### config.mk
export PLATFORM = sky130hd
export DESIGN_NAME = eeprom_serial_slave
export DESIGN_NICKNAME = d
export VERILOG_FILES = /design/src/rtl/eep_slave_pkg.sv /design/src/rtl/eep_line_sync.sv /design/src/rtl/eep_rx_shift.sv /design/src/rtl/eeprom_serial_slave.sv
export SDC_FILE = /design/constraint.sdc
export NUM_CORES = 1
export LEC_CHECK = 0
export ABC_AREA = 1
export BUFFER_PORTS_ARGS = -buffer_cell sky130_fd_sc_hd__buf_2
export CORE_MARGIN = 2
export CORE_UTILIZATION = 45
export DETAILED_ROUTE_END_ITERATION = 16
export PLACE_DENSITY_LB_ADDON = 0.3
export SYNTH_ARGS = -nofsm -noshare
export SYNTH_HDL_FRONTEND = slang
export SYNTH_SLANG_ARGS = --single-unit
### constraint.sdc
create_clock -name clk -period 3.4 [get_ports clk]
set_input_delay 0.34 -clock clk [delete_from_list [all_inputs] [get_ports clk]]
set_output_delay 0.34 -clock clk [all_outputs]
set_load 0.005 [all_outputs]
### src/rtl/eep_slave_pkg.sv
`timescale 1ns/1ps
package eep_slave_pkg;
    typedef enum logic [3:0] {
        ST_IDLE, ST_DEVSEL, ST_DEV_ACK, ST_ADR_HI, ST_HI_ACK, ST_ADR_LO,
        ST_LO_ACK, ST_WR_BYTE, ST_WR_ACK, ST_RD_BYTE, ST_RD_CHK
    } slv_state_e;
    localparam logic [3:0] DEV_CODE = 4'b1010;
endpackage

### src/rtl/eep_line_sync.sv
`timescale 1ns/1ps
module eep_line_sync #(
    parameter int STAGES = 2
) (
    input  logic clk,
    input  logic rst_n,
    input  logic scl_i,
    input  logic sda_i,
    output logic scl_s,
    output logic sda_s,
    output logic scl_rise,
    output logic scl_fall,
    output logic start_det,
    output logic stop_det
);
    logic [STAGES-1:0] scl_pipe, sda_pipe;
    logic scl_p, sda_p;

    always_ff @(posedge clk or negedge rst_n) begin
        if (!rst_n) begin
            scl_pipe <= '1;
            sda_pipe <= '1;
            scl_p    <= 1'b1;
            sda_p    <= 1'b1;
        end else begin
            scl_pipe <= {scl_pipe[STAGES-2:0], scl_i};
            sda_pipe <= {sda_pipe[STAGES-2:0], sda_i};
            scl_p    <= scl_pipe[STAGES-1];
            sda_p    <= sda_pipe[STAGES-1];
        end
    end

    assign scl_s     = scl_pipe[STAGES-1];
    assign sda_s     = sda_pipe[STAGES-1];
    assign scl_rise  = scl_s & ~scl_p;
    assign scl_fall  = ~scl_s & scl_p;
    assign start_det = scl_s & scl_p & sda_p & ~sda_s;
    assign stop_det  = scl_s & scl_p & ~sda_p & sda_s;
endmodule

### src/rtl/eep_rx_shift.sv
`timescale 1ns/1ps
module eep_rx_shift #(
    parameter int W  = 8,
    localparam int CW = $clog2(W + 1)
) (
    input  logic          clk,
    input  logic          rst_n,
    input  logic          clr,
    input  logic          rise,
    input  logic          bit_i,
    output logic [W-1:0]  data_o,
    output logic [CW-1:0] cnt_o
);
    always_ff @(posedge clk or negedge rst_n) begin
        if (!rst_n) begin
            data_o <= '0;
            cnt_o  <= '0;
        end else if (clr) begin
            cnt_o <= '0;
        end else if (rise) begin
            data_o <= {data_o[W-2:0], bit_i};
            cnt_o  <= cnt_o + CW'(1);
        end
    end
endmodule

### src/rtl/eeprom_serial_slave.sv
`timescale 1ns/1ps
module eeprom_serial_slave
    import eep_slave_pkg::*;
#(
    parameter int ADDR_W  = 12,
    parameter int STRAP_W = 3,
    localparam int BYTE_W = 8,
    localparam int HI_W   = ADDR_W - BYTE_W,
    localparam int CW     = $clog2(BYTE_W + 1)
) (
    input  logic              clk,
    input  logic              rst_n,
    input  logic              scl_i,
    input  logic              sda_i,
    output logic              sda_oe_o,
    input  logic [STRAP_W-1:0] strap_i,
    input  logic              busy_i,
    output logic              addr_load_o,
    output logic [ADDR_W-1:0] addr_o,
    output logic              wr_strobe_o,
    output logic [BYTE_W-1:0] wr_data_o,
    output logic              commit_o,
    output logic              rd_next_o,
    input  logic [BYTE_W-1:0] rd_data_i
);
    logic scl_s, sda_s, scl_rise, scl_fall, start_det, stop_det;
    logic [BYTE_W-1:0] rx_byte, tx_q;
    logic [CW-1:0]     bit_cnt;
    logic [HI_W-1:0]   ahi_q;
    logic              rw_q, mack_q, wr_pend_q, byte_done, dev_hit, rx_clr;
    slv_state_e        st_q, st_d;

    eep_line_sync #(.STAGES(2)) sync_i (
        .clk(clk), .rst_n(rst_n), .scl_i(scl_i), .sda_i(sda_i),
        .scl_s(scl_s), .sda_s(sda_s), .scl_rise(scl_rise), .scl_fall(scl_fall),
        .start_det(start_det), .stop_det(stop_det)
    );

    eep_rx_shift #(.W(BYTE_W)) rx_i (
        .clk(clk), .rst_n(rst_n), .clr(rx_clr), .rise(scl_rise), .bit_i(sda_s),
        .data_o(rx_byte), .cnt_o(bit_cnt)
    );

    assign byte_done = scl_fall && (bit_cnt == CW'(BYTE_W));
    assign dev_hit   = (rx_byte[7:4] == DEV_CODE) &&
                       (rx_byte[STRAP_W:1] == strap_i) && !busy_i;
    assign rx_clr    = start_det | stop_det | (scl_fall && (st_d != st_q));

    // next-state logic
    always_comb begin
        st_d = st_q;
        if (start_det)     st_d = ST_DEVSEL;
        else if (stop_det) st_d = ST_IDLE;
        else begin
            unique case (st_q)
                ST_IDLE:    ;
                ST_DEVSEL:  if (byte_done) st_d = dev_hit ? ST_DEV_ACK : ST_IDLE;
                ST_DEV_ACK: if (scl_fall)  st_d = rw_q ? ST_RD_BYTE : ST_ADR_HI;
                ST_ADR_HI:  if (byte_done) st_d = ST_HI_ACK;
                ST_HI_ACK:  if (scl_fall)  st_d = ST_ADR_LO;
                ST_ADR_LO:  if (byte_done) st_d = ST_LO_ACK;
                ST_LO_ACK:  if (scl_fall)  st_d = ST_WR_BYTE;
                ST_WR_BYTE: if (byte_done) st_d = ST_WR_ACK;
                ST_WR_ACK:  if (scl_fall)  st_d = ST_WR_BYTE;
                ST_RD_BYTE: if (byte_done) st_d = ST_RD_CHK;
                ST_RD_CHK:  if (scl_fall)  st_d = mack_q ? ST_RD_BYTE : ST_IDLE;
                default:    st_d = ST_IDLE;
            endcase
        end
    end

    // state register
    always_ff @(posedge clk or negedge rst_n) begin
        if (!rst_n) st_q <= ST_IDLE;
        else        st_q <= st_d;
    end

    // outputs and datapath
    always_ff @(posedge clk or negedge rst_n) begin
        if (!rst_n) begin
            sda_oe_o    <= 1'b0;
            addr_load_o <= 1'b0;
            addr_o      <= '0;
            wr_strobe_o <= 1'b0;
            wr_data_o   <= '0;
            commit_o    <= 1'b0;
            rd_next_o   <= 1'b0;
            tx_q        <= '0;
            ahi_q       <= '0;
            rw_q        <= 1'b0;
            mack_q      <= 1'b0;
            wr_pend_q   <= 1'b0;
        end else begin
            addr_load_o <= 1'b0;
            wr_strobe_o <= 1'b0;
            commit_o    <= 1'b0;
            rd_next_o   <= 1'b0;
            if (start_det) begin
                sda_oe_o  <= 1'b0;
                wr_pend_q <= 1'b0;
            end else if (stop_det) begin
                sda_oe_o  <= 1'b0;
                commit_o  <= wr_pend_q;
                wr_pend_q <= 1'b0;
            end else if (scl_rise) begin
                if (st_q == ST_RD_CHK) mack_q <= !sda_s;
            end else if (scl_fall) begin
                unique case (st_d)
                    ST_DEV_ACK, ST_HI_ACK, ST_LO_ACK, ST_WR_ACK: sda_oe_o <= 1'b1;
                    ST_RD_BYTE: begin
                        if (st_q != ST_RD_BYTE) begin
                            tx_q     <= rd_data_i;
                            sda_oe_o <= !rd_data_i[BYTE_W-1];
                        end else begin
                            tx_q     <= {tx_q[BYTE_W-2:0], 1'b0};
                            sda_oe_o <= !tx_q[BYTE_W-2];
                        end
                    end
                    default: sda_oe_o <= 1'b0;
                endcase
                if (st_q == ST_DEVSEL && st_d == ST_DEV_ACK) rw_q <= rx_byte[0];
                if (st_q == ST_ADR_HI && st_d == ST_HI_ACK)  ahi_q <= rx_byte[HI_W-1:0];
                if (st_q == ST_ADR_LO && st_d == ST_LO_ACK) begin
                    addr_load_o <= 1'b1;
                    addr_o      <= {ahi_q, rx_byte};
                end
                if (st_q == ST_WR_BYTE && st_d == ST_WR_ACK) begin
                    wr_strobe_o <= 1'b1;
                    wr_data_o   <= rx_byte;
                    wr_pend_q   <= 1'b1;
                end
                if (st_q == ST_RD_BYTE && st_d == ST_RD_CHK) rd_next_o <= 1'b1;
            end
        end
    end

    // the data line is only moved while the clock line is low
    a_r8_oe_moves_scl_low: assert property (@(posedge clk) disable iff (!rst_n)
        !$stable(sda_oe_o) |-> !scl_s);
    // the line is pulled only in acknowledge or read-data states
    a_r3_drive_in_legal_state: assert property (@(posedge clk) disable iff (!rst_n)
        sda_oe_o |-> (st_q inside {ST_DEV_ACK, ST_HI_ACK, ST_LO_ACK, ST_WR_ACK, ST_RD_BYTE}));
    // no selection acknowledge is granted while programming is busy
    a_r4_no_ack_when_busy: assert property (@(posedge clk) disable iff (!rst_n)
        (st_q == ST_DEV_ACK && $past(st_q) == ST_DEVSEL) |-> !$past(busy_i));
    // commit only follows a Stop event
    a_r7_commit_after_stop: assert property (@(posedge clk) disable iff (!rst_n)
        commit_o |-> $past(stop_det));
    // memory-side strobes never coincide
    a_r6_strobes_exclusive: assert property (@(posedge clk) disable iff (!rst_n)
        $onehot0({addr_load_o, wr_strobe_o, commit_o, rd_next_o}));
endmodule

==> metrics.cfg <==
[run_status]
status=finished, final reports clean

[worst_setup_path]
timing.reg2reg.setup_slack_ns=1.08
start_kind=flop
worstPathRequired_ns=3.68
crit_family=simple AND/OR/NAND/NOR gates
worstSetupStartpoint=st_q[3]
endpoint=addr_o[8]
arrival_ns=2.60
crit_buf_inv=1
r2r-end=addr_o[8]
crit_fanout=17
r2r_cells=12
cp_cell_sequence=inv_2 -> nor2_1 -> nand2_1 -> nand2_1 -> nand2_1 -> nand4_2 -> nand2_4 -> nor2_4 -> nand2_2 -> nor3_4 -> nand2_1 -> nand2_1
critPathSlowestCell=dfrtp_1
max_stage_delay_ns=0.51
cp_common_cell=nand2_1
r2r_start=st_q[3]
path_depth=12
worst_setup_path_end_kind=flop
path_class=flop to flop

[synthesis]
synth_warnings=0
syn_inst=352
synth.avg_cell_area_sq_um=8.30
yosysTopAreaCell=dfrtp_1
synthSimpleGateAreaFrac_pct=29.5
ys_seq_elements=61
netlist.area_leader.share_pct=47.1
ys_types=30
syn_nets=370
synthTopCellsByArea=dfrtp_1 47%, nand2_1 14%, o21ai_0 7.0%
yosysSeqAreaShare_pct=52.5
synth-adder-area-share_pct=0.857
synth.cell_area_sq_um=2920
synth_compound_area_share_pct=10.3
synth_top_family_by_area=simple AND/OR/NAND/NOR gates
synthXorXnorAreaFrac_pct=0.300
muxShareOfSynthArea_pct=0

[clock_network]
ctsHoldBuffers=0
h-tree-depth=3
clock_path_buffers=2
root_buffer=clkbuf_8
postCtsSetupRepairBufs=0
cts_resized=0
worst_skew_pair.late_latency_ns=0.34
cts_made_buffers=9
clk_pin_slew_ns=0.07
cts.sinks=61
cts_tree=done

[grt]
grt_max_degree=62
top_usage_layer=met2
met2_usage_pct=29.1
grt_pass1_wl_mm=11.3
track_usage_pct=20.1
grtUsageMet3_pct=3.83
grt_pass1_vias=2414
antenna_found_initial=0
met1_usage_pct=28.9
grt_overflow=0

[final_layout]
layout_commonest_cell=nand2_1
final_area_sq_um=3380
final_cell_mix=111 x nand2_1, 55 x dfrtp_1, 41 x o21ai_0, 40 x buf_2, 35 x inv_1
area_growth_pct=15.8
drive_above_1_share_pct=23.6
fill_cells=601
final_core_util_pct=53.6
nets=416
diodes=0

[die]
die_height_um=84.6
start_util_pct=46.3
die_x_um=84.6
fp.dieArea_sq_um=7150
placementRows=29
ios=41
core-area_sq_um=6310

[drt]
drc=0
via_count=2404
wirelength_mm=6.43
viasPerCell=5.01
drt_iter0_drc=136
drt-wirelength-per-cell_um=13.4
dr.pass1.iters=4
drtAntennaViolNets=0

[sta]
tns_ns=0
max_slew_margin_pct=49.2
finClkSkew_ns=0.00691
rsz0062_at_grt=no
finalHoldViolations=0
fin_crit_ns=2.32
setup_viol=0
max_freq_mhz=430
tightestPinTransition_ns=0.762
period_share_pct=68.4
slew_viol_final=0

[power]
leakagePower_uw=0.00180
peakVddDrop_mv=0.280
power.density_nw_per_um2=455

[place]
postPlaceCellArea_sq_um=3200
port_buffers=40
place_congestion=0.939
dp_hpwl_mm=4.61

[min_path]
hp-class=input pin to flop
min_path_cells=1

[job]
cap_violations=0

[power by group]
| part | switching [uW] | internal [uW] | leakage, uW |
|---|---|---|---|
| clock | 288 | 304 | 0.0000917 |
| combinational | 114 | 46.8 | 0.000954 |
| sequential | 27.3 | 761 | 0.000757 |
| total | 429 | 1110 | 0.00180 |
[worst reg2reg max path, cell delays in order (launching register included)]
cell,delay (ns)
dfrtp_1,0.51
inv_2,0.11
nor2_1,0.19
nand2_1,0.33
nand2_1,0.17
nand2_1,0.08
nand4_2,0.18
nand2_4,0.10
nor2_4,0.13
nand2_2,0.08
nor3_4,0.24
nand2_1,0.09
nand2_1,0.06
[layout make-up]
class,instances,area [sq um],area share (%)
clock buffers,11,151,4.47
clock inverters,5,33.8,0.998
inverters,42,158,4.66
multi-input cells,242,1200,35.3
flip-flops and latches,61,1530,45.3
well taps,77,96.3,2.85
repair buffers,42,215,6.36
[flip-flops by register name (all words and copies together), names as in the netlist, 2 cells and up]
| name | cells |
|---|---|
| addr_o | 12 |
| rx_i.data_o | 8 |
| wr_data_o | 8 |
| tx_q | 7 |
| ahi_q | 4 |
| rx_i.cnt_o | 4 |
| st_q | 4 |
| sync_i.scl_pipe | 2 |
| sync_i.sda_pipe | 2 |
[routing by layer]
metal,up-vias,wire (um)
met1,1133,3120
li1,1209,-
met3,10,262
met2,52,2930
met4,0,119
met5,-,0
[metrics by stage]
step	hold WS, ns	power [uW]	setup WS [ns]	cells
detailed placement	0.348	961	1.11	464
finish	0.0949	1540	1.08	480
floorplan	0.0444	898	1.51	352
global placement	0.346	958	1.11	464
CTS	0.0842	1560	1.09	480
global route	0.0897	1630	0.806	480
[worst min-delay path by stage]
stage / from / to / slack [ns]
2_1_floorplan: rst_n / addr_load_o / 0.04
3_3_place_gp: sync_i.sda_pipe[0] / sync_i.sda_pipe[1] / 0.35
3_5_place_dp: sync_i.sda_pipe[0] / sync_i.sda_pipe[1] / 0.35
4_1_cts: scl_i / sync_i.scl_pipe[0] / 0.08
5_1_grt: scl_i / sync_i.scl_pipe[0] / 0.09
6_report: scl_i / sync_i.scl_pipe[0] / 0.09
[cell families after synthesis]
logic type      count (synthesis)
xor+xnor                        1
buf+inv                        49
flops                          61
simple gates                  183
compound gates                 56
fa+ha+maj                       2
[synthesized netlist by cell type]
master	number
xor2_1	1
o21ai_2	3
nor3_1	2
nand3_1	16
clkbuf_1	6
nor2_2	3
dfstp_2	6
inv_2	7
inv_1	35
o21ai_0	41
nand2_4	4
dfrtp_1	55
nor2_8	1
buf_6	1
nand4_2	1
o21ai_1	5
a21oi_1	3
nand3_2	1
a21o_1	1
ha_1	2
nor2_4	4
a21boi_0	1
a22oi_1	1
nand2_1	111
nor2_1	27
nand4_1	5
o211ai_1	1
nor4_1	1
nand2_2	5
nor3_4	2
Power figures use the tool's default switching activity.
